===== src/rtl/encrx_pkg.sv =====
package encrx_pkg;

    localparam int FIELD_BITS = 8;
    localparam int ID_W       = 4;
    localparam int SYNC_W     = 3;
    localparam int MAX_DATA   = 8;
    localparam int FCNT_W     = $clog2(MAX_DATA + 2);
    localparam int IDX_W      = $clog2(MAX_DATA);

    // bit0=0, bit1=1, bit2=0 : with the start bit the wire shows 0,0,1,0
    localparam logic [SYNC_W-1:0] SYNC_CODE = 3'b010;

    typedef struct packed {
        logic incomplete;
        logic sync;
        logic parity;
    } fault_t;

    typedef enum logic [1:0] {
        ST_IDLE,
        ST_SEND,
        ST_CF,
        ST_FIELD
    } ctl_state_t;

    function automatic logic [FIELD_BITS-1:0] build_request(input logic [ID_W-1:0] id);
        build_request = {^id, id, SYNC_CODE};
    endfunction

    function automatic logic [FCNT_W-1:0] reply_fields(input logic [ID_W-1:0] id);
        case (id)
            4'd2:    reply_fields = FCNT_W'(1);
            4'd3:    reply_fields = FCNT_W'(MAX_DATA);
            default: reply_fields = FCNT_W'(3);
        endcase
    endfunction

endpackage


===== src/rtl/encrx_ref_tick.sv =====
module encrx_ref_tick (
    input  logic clk,
    input  logic rst,
    input  logic ref_clk_i,
    output logic tick_o
);
    logic [2:0] sh;

    always_ff @(posedge clk) begin
        if (rst) sh <= '0;
        else     sh <= {sh[1:0], ref_clk_i};
    end

    assign tick_o = sh[1] & ~sh[2];

endmodule


===== src/rtl/encrx_tx.sv =====
module encrx_tx
    import encrx_pkg::*;
(
    input  logic                  clk,
    input  logic                  rst,
    input  logic                  tick_i,
    input  logic                  load_i,
    input  logic [FIELD_BITS-1:0] byte_i,
    output logic                  tx_o,
    output logic                  tx_en_o,
    output logic                  fin_o
);
    localparam int FRAME_BITS = FIELD_BITS + 2;
    localparam int CW         = $clog2(FRAME_BITS + 1);

    logic [FRAME_BITS-1:0] shr;
    logic [CW-1:0]         left;
    logic                  pending;

    always_ff @(posedge clk) begin
        if (rst) begin
            shr     <= '1;
            left    <= '0;
            pending <= 1'b0;
            tx_en_o <= 1'b0;
            fin_o   <= 1'b0;
        end else begin
            fin_o <= 1'b0;
            if (load_i && !pending && left == '0) begin
                pending <= 1'b1;
                shr     <= {1'b1, byte_i, 1'b0};
            end else if (tick_i) begin
                if (pending) begin
                    pending <= 1'b0;
                    left    <= CW'(FRAME_BITS);
                    tx_en_o <= 1'b1;
                end else if (left != '0) begin
                    shr  <= {1'b1, shr[FRAME_BITS-1:1]};
                    left <= left - CW'(1);
                    if (left == CW'(1)) begin
                        tx_en_o <= 1'b0;
                        fin_o   <= 1'b1;
                    end
                end
            end
        end
    end

    assign tx_o = tx_en_o ? shr[0] : 1'b1;

    // the finish pulse follows directly on the end of the enable window
    p_fin_after_enable_r2: assert property (@(posedge clk) disable iff (rst)
        fin_o |-> (!tx_en_o && $past(tx_en_o)));

endmodule


===== src/rtl/encrx_rx_field.sv =====
module encrx_rx_field
    import encrx_pkg::*;
#(
    parameter int BIT_CLKS     = 80,
    parameter int TIMEOUT_CLKS = 400
) (
    input  logic                  clk,
    input  logic                  rst,
    input  logic                  rx_i,
    input  logic                  arm_i,
    output logic [FIELD_BITS-1:0] byte_o,
    output logic                  got_o,
    output logic                  delim_err_o,
    output logic                  timeout_o
);
    localparam int HALF = (BIT_CLKS / 2 > 0) ? BIT_CLKS / 2 : 1;
    localparam int BW   = $clog2(BIT_CLKS + 1);
    localparam int TW   = $clog2(TIMEOUT_CLKS + 1);
    localparam int XW   = $clog2(FIELD_BITS + 2);

    typedef enum logic [1:0] {R_IDLE, R_WAIT, R_BITS} rx_state_t;

    rx_state_t             st;
    logic [1:0]            sync_q;
    logic                  line;
    logic [BW-1:0]         bcnt;
    logic [XW-1:0]         bidx;
    logic [TW-1:0]         gap;
    logic [FIELD_BITS-1:0] shr;

    assign line   = sync_q[1];
    assign byte_o = shr;

    always_ff @(posedge clk) begin
        if (rst) begin
            st          <= R_IDLE;
            sync_q      <= 2'b11;
            bcnt        <= '0;
            bidx        <= '0;
            gap         <= '0;
            shr         <= '0;
            got_o       <= 1'b0;
            delim_err_o <= 1'b0;
            timeout_o   <= 1'b0;
        end else begin
            sync_q      <= {sync_q[0], rx_i};
            got_o       <= 1'b0;
            delim_err_o <= 1'b0;
            timeout_o   <= 1'b0;
            case (st)
                R_IDLE: begin
                    if (arm_i) begin
                        st  <= R_WAIT;
                        gap <= '0;
                    end
                end
                R_WAIT: begin
                    if (!line) begin
                        st   <= R_BITS;
                        bcnt <= BW'(HALF);
                        bidx <= '0;
                    end else if (gap == TW'(TIMEOUT_CLKS - 1)) begin
                        timeout_o <= 1'b1;
                        st        <= R_IDLE;
                    end else begin
                        gap <= gap + TW'(1);
                    end
                end
                R_BITS: begin
                    if (bcnt != BW'(1)) begin
                        bcnt <= bcnt - BW'(1);
                    end else begin
                        bcnt <= BW'(BIT_CLKS);
                        bidx <= bidx + XW'(1);
                        if (bidx == XW'(FIELD_BITS + 1)) begin
                            st <= R_IDLE;
                            if (line) got_o       <= 1'b1;
                            else      delim_err_o <= 1'b1;
                        end else if (bidx != '0) begin
                            shr <= {line, shr[FIELD_BITS-1:1]};
                        end
                    end
                end
                default: st <= R_IDLE;
            endcase
        end
    end

    // a field ends in exactly one way
    p_single_outcome_r7: assert property (@(posedge clk) disable iff (rst)
        $onehot0({got_o, delim_err_o, timeout_o}));

    // a timeout can only come out of the idle-line wait
    p_timeout_from_wait_r7: assert property (@(posedge clk) disable iff (rst)
        timeout_o |-> $past(st) == R_WAIT);

endmodule


===== src/rtl/encoder_link_ctrl.sv =====
module encoder_link_ctrl
    import encrx_pkg::*;
#(
    parameter int BIT_CLKS     = 80,
    parameter int TIMEOUT_CLKS = 400
) (
    input  logic                           clk,
    input  logic                           rst,
    input  logic                           ref_clk_i,
    input  logic                           start_i,
    input  logic [ID_W-1:0]                cmd_i,
    input  logic                           rx_i,
    output logic                           tx_o,
    output logic                           tx_en_o,
    output logic                           done_o,
    output logic [2:0]                     fault_o,
    output logic [ID_W-1:0]                id_o,
    output logic [FIELD_BITS-1:0]          status_o,
    output logic [MAX_DATA*FIELD_BITS-1:0] data_o,
    output logic [FIELD_BITS-1:0]          crc_o
);
    logic                  tick, tx_load, tx_fin;
    logic [FIELD_BITS-1:0] tx_byte;
    logic                  rx_arm, rx_got, rx_delim, rx_to;
    logic [FIELD_BITS-1:0] rxb;

    ctl_state_t                           st;
    fault_t                               flt;
    logic [FCNT_W-1:0]                    fld, nfld;
    logic [MAX_DATA-1:0][FIELD_BITS-1:0]  dat;

    encrx_ref_tick u_tick (
        .clk       (clk),
        .rst       (rst),
        .ref_clk_i (ref_clk_i),
        .tick_o    (tick)
    );

    encrx_tx u_tx (
        .clk     (clk),
        .rst     (rst),
        .tick_i  (tick),
        .load_i  (tx_load),
        .byte_i  (tx_byte),
        .tx_o    (tx_o),
        .tx_en_o (tx_en_o),
        .fin_o   (tx_fin)
    );

    encrx_rx_field #(
        .BIT_CLKS     (BIT_CLKS),
        .TIMEOUT_CLKS (TIMEOUT_CLKS)
    ) u_rx (
        .clk         (clk),
        .rst         (rst),
        .rx_i        (rx_i),
        .arm_i       (rx_arm),
        .byte_o      (rxb),
        .got_o       (rx_got),
        .delim_err_o (rx_delim),
        .timeout_o   (rx_to)
    );

    always_ff @(posedge clk) begin
        if (rst) begin
            st       <= ST_IDLE;
            flt      <= '0;
            fld      <= '0;
            nfld     <= '0;
            dat      <= '0;
            id_o     <= '0;
            status_o <= '0;
            crc_o    <= '0;
            tx_byte  <= '1;
            done_o   <= 1'b0;
            rx_arm   <= 1'b0;
            tx_load  <= 1'b0;
        end else begin
            done_o  <= 1'b0;
            rx_arm  <= 1'b0;
            tx_load <= 1'b0;
            case (st)
                ST_IDLE: begin
                    if (start_i) begin
                        flt      <= '0;
                        dat      <= '0;
                        id_o     <= '0;
                        status_o <= '0;
                        crc_o    <= '0;
                        tx_byte  <= build_request(cmd_i);
                        tx_load  <= 1'b1;
                        st       <= ST_SEND;
                    end
                end
                ST_SEND: begin
                    if (tx_fin) begin
                        rx_arm <= 1'b1;
                        st     <= ST_CF;
                    end
                end
                ST_CF: begin
                    if (rx_got) begin
                        if (rxb[SYNC_W-1:0] != SYNC_CODE) begin
                            flt.sync <= 1'b1;
                            st       <= ST_IDLE;
                        end else if (^rxb[FIELD_BITS-1:SYNC_W]) begin
                            flt.parity <= 1'b1;
                            st         <= ST_IDLE;
                        end else begin
                            id_o   <= rxb[SYNC_W +: ID_W];
                            nfld   <= reply_fields(rxb[SYNC_W +: ID_W]);
                            fld    <= '0;
                            rx_arm <= 1'b1;
                            st     <= ST_FIELD;
                        end
                    end else if (rx_delim) begin
                        flt.incomplete <= 1'b1;
                        st             <= ST_IDLE;
                    end else if (rx_to) begin
                        flt.sync <= 1'b1;
                        st       <= ST_IDLE;
                    end
                end
                ST_FIELD: begin
                    if (rx_got) begin
                        if (fld == '0) begin
                            status_o <= rxb;
                        end else if (fld <= nfld) begin
                            dat[IDX_W'(fld - FCNT_W'(1))] <= rxb;
                        end else begin
                            crc_o  <= rxb;
                            done_o <= 1'b1;
                            st     <= ST_IDLE;
                        end
                        if (fld <= nfld) begin
                            fld    <= fld + FCNT_W'(1);
                            rx_arm <= 1'b1;
                        end
                    end else if (rx_delim || rx_to) begin
                        flt.incomplete <= 1'b1;
                        st             <= ST_IDLE;
                    end
                end
                default: st <= ST_IDLE;
            endcase
        end
    end

    assign fault_o = flt;
    assign data_o  = dat;

    p_done_single_r9: assert property (@(posedge clk) disable iff (rst)
        done_o |=> !done_o);

    p_done_clean_r9: assert property (@(posedge clk) disable iff (rst)
        done_o |-> fault_o == 3'b000);

    p_fault_onehot_r8: assert property (@(posedge clk) disable iff (rst)
        $onehot0(fault_o));

    p_start_bit_first_r1: assert property (@(posedge clk) disable iff (rst)
        $rose(tx_en_o) |-> !tx_o);

    p_txen_only_sending_r2: assert property (@(posedge clk) disable iff (rst)
        tx_en_o |-> st == ST_SEND);

    p_clear_on_start_r10: assert property (@(posedge clk) disable iff (rst)
        (start_i && st == ST_IDLE) |=> fault_o == 3'b000);

endmodule


===== config.mk =====
export PLATFORM = sky130hd
export DESIGN_NAME = encoder_link_ctrl
export DESIGN_NICKNAME = d
export VERILOG_FILES = /design/src/rtl/encrx_pkg.sv /design/src/rtl/encrx_ref_tick.sv /design/src/rtl/encrx_tx.sv /design/src/rtl/encrx_rx_field.sv /design/src/rtl/encoder_link_ctrl.sv
export SDC_FILE = /design/constraint.sdc
export NUM_CORES = 1
export LEC_CHECK = 0
export ABC_AREA = 0
export BUFFER_PORTS_ARGS = -buffer_cell sky130_fd_sc_hd__clkbuf_2
export CORE_MARGIN = 2
export CORE_UTILIZATION = 37
export CTS_BUF_LIST = sky130_fd_sc_hd__clkbuf_16
export CTS_CLUSTER_DIAMETER = 100
export DETAILED_ROUTE_END_ITERATION = 8
export PLACE_DENSITY = 0.66
export SYNTH_ARGS = -nofsm -noshare
export SYNTH_HDL_FRONTEND = slang
export SYNTH_HIERARCHICAL = 1
export SYNTH_SLANG_ARGS = --single-unit

===== constraint.sdc =====
create_clock -name clk -period 2.5 [get_ports clk]
set_clock_uncertainty 0.05 [all_clocks]
set_input_delay 0.625 -clock clk [delete_from_list [all_inputs] [get_ports clk]]
set_output_delay 0.625 -clock clk [all_outputs]
set_load 0.005 [all_outputs]

# [Word level (Yosys, flattened, before mapping)]
# Cells that the tools add are included.
# W data, S select, Z words.
[totals] ff_bits=161 inputBits=9 out_inout_bits=90 elab_cells=244
[classes] n_addsub=6 order_cmp=3 n_eq_ne=42 mux=95 n_bitwise=15 n_reduce_logical=47
[ops] cell="$mux W64" n=4
[ops] cell="$pmux W64 S2" n=1
[ops] cell="$bwmux W64" n=1
[ops] cell="$mux W9" n=7
[ops] cell="$mux W8" n=7
[ops] cell="$mux W4" n=13
[ops] cell="$mux W2" n=16
[ops] cell="$ne A2 B2 Y1 const B" n=16
[ops] cell="$pmux W4 S2" n=4
[ops] cell="$pmux W8 S2" n=2
[ops] cell="$mux W1" n=29
[ops] cell="$reduce_and A5 Y1" n=5
[ops] cell="$demux W8 S3" n=1
[ops] cell="$reduce_and A4 Y1" n=6
[ops] cell="$pmux W9 S2" n=1
[ops] cell="$reduce_and A6 Y1" n=3
[ops] cell="$reduce_bool A2 Y1" n=9
[ops] cell="$mux W7" n=2
[ops] cell="$not A1 Y1" n=14
[ops] cell="$pmux W7 S2" n=1
[ops] cell="$ne A2 B1 Y1 const B" n=6
[ops] cell="$ne A3 B3 Y1 const B" n=4
[ops] cell="$add A9 B1 Y9 const B" n=1
[ops] cell="$eq A9 B9 Y1 const B" n=1
[ops] cell="other kinds (37)" n=54

# [Longest topological paths before layout]
# Gate-level depths: netlist of the first run.
[depth] ltp_word=10 ltp_mapped=9 ltp_nobuf=7

# [By module]
# The synthesis of the first run kept the hierarchy.
[modules_own_cells] mod="encoder_link_ctrl" instances=1 cells_each=465 area_per_inst_um2=4300.4 seq_area_each_um2=2102.0
[modules_own_cells] mod="encrx_rx_field" instances=1 cells_each=187 area_per_inst_um2=1710.4 seq_area_each_um2=700.7
[modules_own_cells] mod="encrx_tx" instances=1 cells_each=78 area_per_inst_um2=737.0 seq_area_each_um2=320.3
[modules_own_cells] mod="encrx_ref_tick" instances=1 cells_each=7 area_per_inst_um2=87.6 seq_area_each_um2=60.1

# [Worst setup path before layout of the first run]
# Ideal clock, no wire load.
[synth_path] path_type="register -> register" startpoint="reg fld[0]" endpoint="reg, netlist name st[1]" setup_time_ps=128 t_arrival_ps=2080 required_ps=2322 slack_ps=243 stages_incl_launch_ff=10 n_path_buf=2 synth_period_minus_slack_ps=2257 cell_sequence="dfxtp_1 clkbuf_1 inv_1 ha_1 nand4b_1 o21ai_0 clkbuf_1 o311ai_0 a41o_1 nor2_1"
[synth_rtl] element="start, declared" line="encoder_link_ctrl.sv:29" source="logic [FCNT_W-1:0] fld, nfld;"
[synth_rtl] element="start signal, assigned" line="encoder_link_ctrl.sv:136" source="fld <= fld + FCNT_W'(1);"

# [Worst setup path in the final report of the first run]
[layout_path] startpoint="reg nfld[3]" endpoint="reg crc_o[3]"
[layout_between] elab_chain_cells=3
[layout_rtl] element="start, declared" line="encoder_link_ctrl.sv:29"
[layout_rtl] element="start signal, assigned" line="encoder_link_ctrl.sv:111" source="nfld <= reply_fields(rxb[SYNC_W +: ID_W]);"
[layout_rtl] element="$le A4 B4 Y1" line="encoder_link_ctrl.sv:128" source="end else if (fld <= nfld) begin"
[layout_rtl] element="$ne A2 B2 Y1 (no line)"
[layout_rtl] element="$reduce_and A5 Y1 (no line)"
[layout_rtl] element="end signal, assigned" line="encoder_link_ctrl.sv:131" source="crc_o <= rxb;"
[layout_rtl] element="end, declared" line="encoder_link_ctrl.sv:20" source="output logic [FIELD_BITS-1:0] crc_o"
# No other way between the ends.
# A chain may end at the register's enable or synchronous reset.

==> results.ini, run 1 <==
[sta]
setup_viol=0
slew_violations=0
slew_headroom=0.5726
fmax_mhz=439.7
worst_pin_slew_ns=0.6411
min_period_over_period=0.9096
post-route-min-period_ns=2.274
whs_ns=0.3320
hold_violations=0
setup_tns_ns=0
rsz0062_at_grt=false

[grt]
antenna_found_initial=0
grt_max_degree=98
grt_pass1_wl_um=27980
track_usage=0.1746
grt_pass1_vias=5423
grt_overflow=0

[worst_hold_path]
hold_class=in -> reg

[synth]
seq_area_frac_synth=0.4657
synth_edf_count=0
synth_warnings=6
synthesis.nets=764
synth_area_per_cell_sq_um=9.274
syn_inst=737
syn_area_sq_um=6835
ys_ff_latch=159
async_reset_ff_frac=0
synthDistinctLibCells=68
ys.flop_type=dfxtp_1

[critical_path]
end_kind=flop
max_stage_delay_ns=0.54
cp.arrival_ns=2.58
crit_type=reg -> reg
crit_chain=inv_1, ha_1, o21ai_0, buf_4, o31ai_1, a21oi_1, a22o_1
cp_data_required_time_ns=2.81
crit_buf_inv=2
cp_top_family=compound AO/OA/AOI/OAI gates
cp_slowest_cell=a21oi_1
cp-start-kind=flop
crit_path_max_fanout=8

[placement]
place_congestion=0.8619
detailed_place_hpwl_um=11870
port_buffers=98

[pwr]
p_switching_mw=1.172
combinationalPowerShare=0.039
p_clk_frac=0.496
power_density_nw_per_um2=670.5
vdd_drop_max_mv=0.5749
seqPwrFrac=0.465
power_leakage_nw=3.116
p_int_mw=4.386
switching_share=0.2109

[floorplanning]
rows=49
initial_core_util=0.3792
fp.coreArea_sq_um=18020
die_x_um=139.9
die_h_um=139.9
die_area_sq_um=19580
ios=99

[clocking]
cts_max_level=4
cts_tree=built
hold_buffers=0
cts-resized-gates=0
clockRootBuffer=clkbuf_16
clkTransAtPathRegs_ns=0.06
clock_path_buffers=2
insertion_delay_ns=0.42
postCtsSetupRepairBufs=0
cts_buffers=17
clock-sinks=159

[detailed_routing]
vias_per_cell=5.359
routed-via-count=5820
drc=0
drt_iter0_markers=397
drt_wl_total_um=17120
ant_nets=0
wl_per_cell_um=15.77
dr.pass1.iters=5

[layout]
drive_above_1_share=0.2135
antennaDiodeCount=0
nNetsFinal=873
final_common_cell=dfxtp_1
mostFrequentLayoutCells=dfxtp_1, clkbuf_2, inv_1
n_fill_cell=1795
syn_to_final_growth_pct=21.29

[flow_run]
maxCapViolCount=0

[outcome]
status=finished, final reports clean

## per-layer routing
layer / track usage / part of all wire / vias to the layer above
li1: - / - / 2896
met1: 0.2469 / 0.48 / 2772
met2: 0.2675 / 0.47 / 135
met3: 0.04000 / 0.044 / 17
met4: 0.05000 / 0.0094 / 0
met5: 0 / 0 / -
## registers in the layout (all words and copies together) (netlist names), 4 cells and up
signal,flops
data_o,64
u_rx/gap,9
u_tx/shr,9
crc_o,8
status_o,8
u_rx/byte_o,8
u_rx/bcnt,7
tx_byte,6
fld,4
id_o,4
u_rx/bidx,4
u_tx/left,4
## cell usage after synthesis (4+ instances only)
library cell / n / area share
dfxtp_1: 159 / 0.47
inv_1: 81 / 0.044
o32ai_1: 64 / 0.082
nand2_1: 61 / 0.033
a21oi_1: 40 / 0.029
nor2_1: 37 / 0.020
clkbuf_1: 22 / 0.012
o21ai_0: 20 / 0.015
nor3_1: 19 / 0.014
ha_1: 18 / 0.033
nand3_1: 17 / 0.012
mux2i_1: 14 / 0.021
nand2b_1: 14 / 0.013
nor2b_1: 12 / 0.011
a21o_1: 11 / 0.012
a21oi_2: 10 / 0.013
a22o_1: 10 / 0.013
a221o_1: 8 / 0.012
buf_2: 7 / 0.0051
o2111ai_1: 7 / 0.0090
o211ai_1: 7 / 0.0077
nand3b_1: 6 / 0.0066
or3_1: 6 / 0.0055
or2_2: 5 / 0.0046
xnor2_1: 5 / 0.0064
nor3b_2: 4 / 0.0073
nor4_1: 4 / 0.0037
o21a_1: 4 / 0.0044
## metrics by stage
step                        util  std cells  power [mW]  setup slack (ns)  instance area [sq um]
after floorplan                -        737       2.788            0.2425                   6835
after detailed placement  0.4254       1056       2.856            0.2604                   7667
after CTS                 0.4599       1086       5.622            0.2414                   8290
after global routing      0.4599       1086       5.745           0.04430                   8290
final                     0.4599       1086       5.559            0.2260                   8290
after global placement    0.4254       1056       2.856            0.3176                   7667
## power by group through the flow
| stage | logic (mW) | registers (mW) | clock network (mW) |
|---|---|---|---|
| floorplan | 0.154 | 2.63 | 0 |
| global placement | 0.217 | 2.64 | 0 |
| detailed placement | 0.217 | 2.64 | 0 |
| CTS | 0.219 | 2.58 | 2.82 |
| global route | 0.242 | 2.59 | 2.92 |
| finish | 0.217 | 2.58 | 2.76 |
## area by class of cell
cell class                 instances  area [sq um]  share of cell area
clock inverter                    13         197.7             0.02385
inverter                          81         304.0             0.03667
sequential                       159          3183              0.3839
multi-input combinational        464          3201              0.3861
tap                              229         286.5             0.03456
timing repair buffer             123         693.2             0.08361
clock buffer                      17         425.4             0.05131
## cells by family after synthesis
logic type / share of synthesized area
compound gates: 0.2288
xor+xnor: 0.01025
fa+ha+maj: 0.03295
buf+inv: 0.06608
flops: 0.4657
mux: 0.02050
other cells: 0.0005486
simple gates: 0.1752
## path summary, 6_finish.rpt
path | start | end | slack [ns] | depth (start not counted)
max | nfld[3] | crc_o[3] | 0.23 | 7
min | rx_i | u_rx/sync_q[0] | 0.33 | 2
max reg2reg | nfld[3] | crc_o[3] | 0.23 | 7
min reg2reg | u_rx/sync_q[0] | u_rx/sync_q[1] | 0.37 | 1
Note: power is estimated with default switching activity, not from simulation.
==> run 2: changes to the inputs <==
==> constraint.sdc (replaced) <==
create_clock -name clk -period 2.5 [get_ports clk]
set_clock_uncertainty 0.05 [all_clocks]
set_input_delay 0.5 -clock clk [delete_from_list [all_inputs] [get_ports clk]]
set_output_delay 0.5 -clock clk [all_outputs]
set_load 0.005 [all_outputs]
==> run 2 against run 1 <==
Sequential share of layout area up 0.39 points. First-iteration DRC count up 4.8%. Sequential power about the same. Count of clock-buffer cells in the layout unchanged. Flip-flop and latch count unchanged. Combinational power down 2%. Setup slack worse by 0.0018 ns. Die area unchanged. Largest power group is now registers. Critical path type unchanged. Design area down 1.0%.
==> results.ini, run 2 (synthesized netlist as in run 1, its figures left out) <==
[layout]
antennaDiodeCount=0  ; unchanged
nNetsFinal=870  ; -0.34%
largest_reg_flops=64  ; unchanged
stdcell_count=1085  ; -0.092%
final_core_util=0.4553  ; -0.004651
mostFrequentLayoutCells=dfxtp_1, clkbuf_2, inv_1
final_common_cell=dfxtp_1
drive_above_1_share=0.2173  ; +0.003754
syn_to_final_growth_pct=20.06

[clocking]
insertion_delay_ns=0.42  ; about the same
cts_tree=built
clock-sinks=159  ; unchanged
hold_buffers=0  ; unchanged
clkTransAtPathRegs_ns=0.07  ; about the same
cts-resized-gates=0  ; unchanged
cts_buffers=17  ; unchanged
postCtsSetupRepairBufs=0  ; unchanged
clock_path_buffers=2  ; unchanged
cts_max_level=4  ; unchanged
clockRootBuffer=clkbuf_16

[sta]
slew_violations=0  ; unchanged
min_period_over_period=0.9103  ; about the same
setup_viol=0  ; unchanged
rsz0062_at_grt=false
fmax_mhz=439.4  ; about the same
worst_pin_slew_ns=0.7234  ; +0.08232 ns
setup_tns_ns=0  ; unchanged
hold_violations=0  ; unchanged
slew_headroom=0.5177  ; -0.05488
post-route-min-period_ns=2.276  ; +0.001798 ns

[detailed_routing]
drc=0  ; unchanged
dr.pass1.iters=5  ; unchanged
vias_per_cell=5.399  ; +0.75%
drt_wl_total_um=17240  ; +0.67%
ant_nets=0  ; unchanged
wl_per_cell_um=15.89  ; +0.76%
routed-via-count=5858  ; +0.65%
drt_iter0_markers=416  ; +4.8%

[pwr]
power_density_nw_per_um2=651.2  ; -2.9%
power_leakage_nw=3.077  ; -1.3%
power_mw=5.344  ; -3.9%
vdd_drop_max_mv=0.5406  ; -6.0%

[flow_run]
maxCapViolCount=0  ; unchanged

[critical_path]
cp_slowest_cell=or3_1
cp_top_family=simple AND/OR/NAND/NOR gates
crit_buf_inv=1  ; -1
end_kind=flop
crit_path_max_fanout=9  ; +1
crit_type=reg -> reg
max_stage_delay_ns=0.45  ; -0.09 ns
cp_data_required_time_ns=2.77  ; -0.04 ns
cp-start-kind=flop
crit_chain=inv_1, ha_1, nor3b_2, or3_1, a21oi_4, nand2_1, o32ai_1
cp.arrival_ns=2.55  ; -0.03 ns

[floorplanning]
die_x_um=139.9  ; unchanged
ios=99  ; unchanged
rows=49  ; unchanged
fp.coreArea_sq_um=18020  ; unchanged
die_h_um=139.9  ; unchanged
initial_core_util=0.3792  ; unchanged
die_area_sq_um=19580  ; unchanged

[placement]
port_buffers=98  ; unchanged
place_congestion=0.8676  ; +0.66%
detailed_place_hpwl_um=11700  ; -1.4%
placed_cells=1053  ; -0.28%

[grt]
grt_pass1_vias=5370  ; -0.98%
antenna_found_initial=0  ; unchanged
grt_pass1_wl_um=28200  ; +0.79%
grt_max_degree=71  ; -28%
track_usage=0.1764  ; +0.001834
grt_overflow=0  ; unchanged

[worst_hold_path]
hold_class=in -> reg

[outcome]
status=finished, final reports clean

[run 2: changes by cell type in the layout (fill, tap and decap cells not counted), sizes merged]
cell	change
inv	+5
bufinv	-4
buf	-3
clkinv	+2
clkinvlp	-1
[run 2: final timing paths]
kind                  start        endpoint  slack [ns]  cells past startpoint
min reg2reg  u_rx/sync_q[0]  u_rx/sync_q[1]        0.37                      1
min                    rx_i  u_rx/sync_q[0]        0.21                      2
max                  fld[1]       data_o[0]        0.22                      7
max reg2reg          fld[1]       data_o[0]        0.22                      7
[run 2: through the flow]
step,worst slack [ns],hold slack (ns),area [sq um]
2_1_floorplan,0.2425,0.3395,6835
3_3_place_gp,0.2758,0.3459,7632
3_5_place_dp,0.2503,0.3494,7632
4_1_cts,0.2158,0.1954,8207
5_1_grt,0.05536,0.1967,8207
6_report,0.2242,0.2094,8207
[run 2: per-layer routing]
layer,part of all wire,GRT usage,up-vias
met5,0,0,-
met4,0.011,0.04421,0
met3,0.044,0.04513,17
met2,0.46,0.2701,141
met1,0.48,0.2495,2799
li1,-,-,2901
[run 2: final cells by class]
cell class              instances  area, sq um
fillers                      1780         9818
flip-flops and latches        159         3183
clock buffers                  17        425.4
well taps                     229        286.5
clock inverters                15        148.9
multi-input cells             464         3201
inverters                      81        304.0
repair buffers                120        658.1
[run 2: where the power goes]
group	internal, mW	switching (mW)
Clock	1.40	1.14
Combinational	0.0695	0.143
Sequential	2.56	0.0236
Total	4.04	1.31
==> run 3: changes to the inputs <==
--- a/config.mk
+++ b/config.mk
@@ -7,5 +7,4 @@
 export LEC_CHECK = 0
 export ABC_AREA = 0
-export BUFFER_PORTS_ARGS = -buffer_cell sky130_fd_sc_hd__clkbuf_2
 export CORE_MARGIN = 2
 export CORE_UTILIZATION = 37
@@ -13,5 +12,6 @@
 export CTS_CLUSTER_DIAMETER = 100
 export DETAILED_ROUTE_END_ITERATION = 8
-export PLACE_DENSITY = 0.66
+export DONT_BUFFER_PORTS = 1
+export PLACE_DENSITY = 0.61
 export SYNTH_ARGS = -nofsm -noshare
 export SYNTH_HDL_FRONTEND = slang
==> constraint.sdc (replaced) <==
create_clock -name clk -period 2.5 [get_ports clk]
set_clock_uncertainty 0.05 [all_clocks]
set_input_delay 0.5 -clock clk [delete_from_list [all_inputs] [get_ports clk]]
set_output_delay 0.5 -clock clk [all_outputs]
set_load 0.02 [all_outputs]
==> run 3 against run 2 <==
Combinational power down 23%. Sequential power about the same. Register-to-register slack about the same. First-iteration DRC count down 7.5%. Worst hold slack worse by 0.11 ns. Critical path type unchanged. Via count down 9.6%. Clock power up 11%. Utilization down 2.4 points. Sequential share of layout area up 2.1 points. Die area unchanged. Design area down 5.2%. Non-clock buffer count down 99.
==> results.ini, run 3 (synthesized netlist as in run 1, its figures left out) <==
[outcome]
status=finished, final reports clean

[critical_path]
cp_slowest_cell=or4_1
cp_top_family=simple AND/OR/NAND/NOR gates
end_kind=flop
cp-start-kind=flop
crit_buf_inv=0  ; -1
crit_path_max_fanout=8  ; -1
max_stage_delay_ns=0.49  ; +0.04 ns
crit_type=reg -> reg
reg2reg_to=data_o[9]
rr_worst_depth=6  ; -1
cp_data_required_time_ns=2.77  ; about the same
crit_chain=ha_1, nor2b_1, or4_1, a21oi_4, nand2_1, o32ai_1
r2r_start=fld[1]
r2r_slack_ns=0.23  ; about the same
cp.arrival_ns=2.54  ; about the same

[detailed_routing]
dr.pass1.iters=4  ; -1
ant_nets=0  ; unchanged
routed-via-count=5298  ; -9.6%
drt_wl_total_um=16340  ; -5.2%
wl_per_cell_um=16.59  ; +4.4%
drc=0  ; unchanged
vias_per_cell=5.379  ; -0.38%
drt_iter0_markers=385  ; -7.5%

[layout]
antennaDiodeCount=0  ; unchanged
stdcell_area_sq_um=7777  ; -5.2%
syn_to_final_growth_pct=13.78
stdcell_count=985  ; -9.2%
drive_above_1_share=0.1138  ; -0.1035
final_common_cell=dfxtp_1
multiInputGateArea_sq_um=3201  ; unchanged
n_fill_cell=1775  ; -0.28%
nNetsFinal=771  ; -11%
mostFrequentLayoutCells=dfxtp_1, inv_1, o32ai_1
ff_latch_area_sq_um=3183  ; unchanged
largest_reg_flops=64  ; unchanged
final_core_util=0.4315  ; -0.02381

[floorplanning]
ios=99  ; unchanged
initial_core_util=0.3792  ; unchanged
die_h_um=139.9  ; unchanged
die_x_um=139.9  ; unchanged
die_area_sq_um=19580  ; unchanged
fp.coreArea_sq_um=18020  ; unchanged
rows=49  ; unchanged

[grt]
antenna_found_initial=0  ; unchanged
grt_pass1_vias=5017  ; -6.6%
grt_overflow=0  ; unchanged
grt_max_degree=149  ; +110%
grt_pass1_wl_um=27230  ; -3.5%
track_usage=0.1710  ; -0.005432

[worst_hold_path]
min_from=rst
hold_class=in -> reg
holdPathStages=1  ; -1
holdPathEnd=u_tick/sh[1]

[pwr]
power_leakage_nw=2.651  ; -14%
power_density_nw_per_um2=715.9  ; +9.9%
p_clk_frac=0.507  ; +0.031
p_switching_mw=1.233  ; -5.7%
combinationalPowerShare=0.029  ; -0.011
seqPwrFrac=0.464  ; -0.020
p_int_mw=4.335  ; +7.4%
switching_share=0.2215  ; -0.02314
vdd_drop_max_mv=0.4144  ; -23%

[sta]
slew_headroom=0.3774  ; -0.1403
fmax_mhz=439.8  ; about the same
hold_violations=0  ; unchanged
worst_pin_slew_ns=0.9305  ; +0.2071 ns
rsz0062_at_grt=false
post-route-min-period_ns=2.274  ; -0.001891 ns
setup_tns_ns=0  ; unchanged
setup_viol=0  ; unchanged
slew_violations=0  ; unchanged
min_period_over_period=0.9096  ; about the same

[placement]
place_area_sq_um=7132  ; -6.6%
placed_cells=954  ; -9.4%
detailed_place_hpwl_um=11180  ; -4.5%
port_buffers=0  ; -100%
place_congestion=0.8263  ; -4.8%

[clocking]
insertion_delay_ns=0.42  ; about the same
cts_tree=built
clockRootBuffer=clkbuf_16
clock_path_buffers=2  ; unchanged
clkTransAtPathRegs_ns=0.06  ; about the same
postCtsSetupRepairBufs=0  ; unchanged
cts_buffers=17  ; unchanged
hold_buffers=0  ; unchanged
cts-resized-gates=0  ; unchanged
cts_max_level=4  ; unchanged
clock-sinks=159  ; unchanged

[flow_run]
maxCapViolCount=0  ; unchanged

run 3: cell count changes in the layout (fill, tap and decap cells not counted), sizes merged:
cell	delta
clkbuf	-97
bufinv	+3
clkinv	-3
buf	-2
clkinvlp	-1
run 3: power by group through the flow:
| stage | Clock (mW) | Combinational [mW] | Sequential [mW] |
|---|---|---|---|
| finish | 2.82 | 0.163 | 2.58 |
| global route | 2.99 | 0.181 | 2.59 |
| CTS | 2.89 | 0.163 | 2.58 |
| detailed placement | 0 | 0.163 | 2.64 |
| global placement | 0 | 0.162 | 2.64 |
| floorplan | 0 | 0.155 | 2.63 |
run 3: final cells by class:
| cell class | instances | share of cell area |
|---|---|---|
| Tap cell | 229 | 0.03684 |
| Sequential cell | 159 | 0.4093 |
| Timing Repair Buffer | 21 | 0.02027 |
| Inverter | 81 | 0.03909 |
| Multi-Input combinational cell | 464 | 0.4115 |
| Clock inverter | 14 | 0.02831 |
| Clock buffer | 17 | 0.05470 |
run 3: worst register-to-register path: stages, from the launching register on:
cell and delay [ns]:
dfxtp_1 0.34, ha_1 0.32, nor2b_1 0.15, or4_1 0.49, a21oi_4 0.27, nand2_1 0.35
o32ai_1 0.22
run 3: routing by layer:
metal  share of wire  track usage
met5               0            0
met4           0.013      0.05789
met3           0.052      0.05128
met2            0.45       0.2552
met1            0.49       0.2364
run 3: through the flow:
stage                     hold WS [ns]  setup slack [ns]  power, mW
final                           0.1020            0.2261      5.568
after detailed placement        0.3482            0.1899      2.803
after floorplan                 0.3395            0.2425      2.788
after global placement          0.3469            0.2325      2.801
after global routing           0.07900          0.007385      5.759
after CTS                      0.07505            0.2313      5.635
run 3: worst max-delay path by stage:
| stage | start | endpoint | slack [ns] | depth (start not counted) |
|---|---|---|---|---|
| after floorplan | fld[0] | st[1] | 0.24 | 9 |
| after global placement | start_i | data_o[57] | 0.23 | 5 |
| after detailed placement | start_i | data_o[58] | 0.19 | 5 |
| after CTS | fld[1] | data_o[61] | 0.23 | 6 |
| after global routing | fld[0] | data_o[52] | 0.007 | 7 |
| final | fld[1] | data_o[9] | 0.23 | 6 |
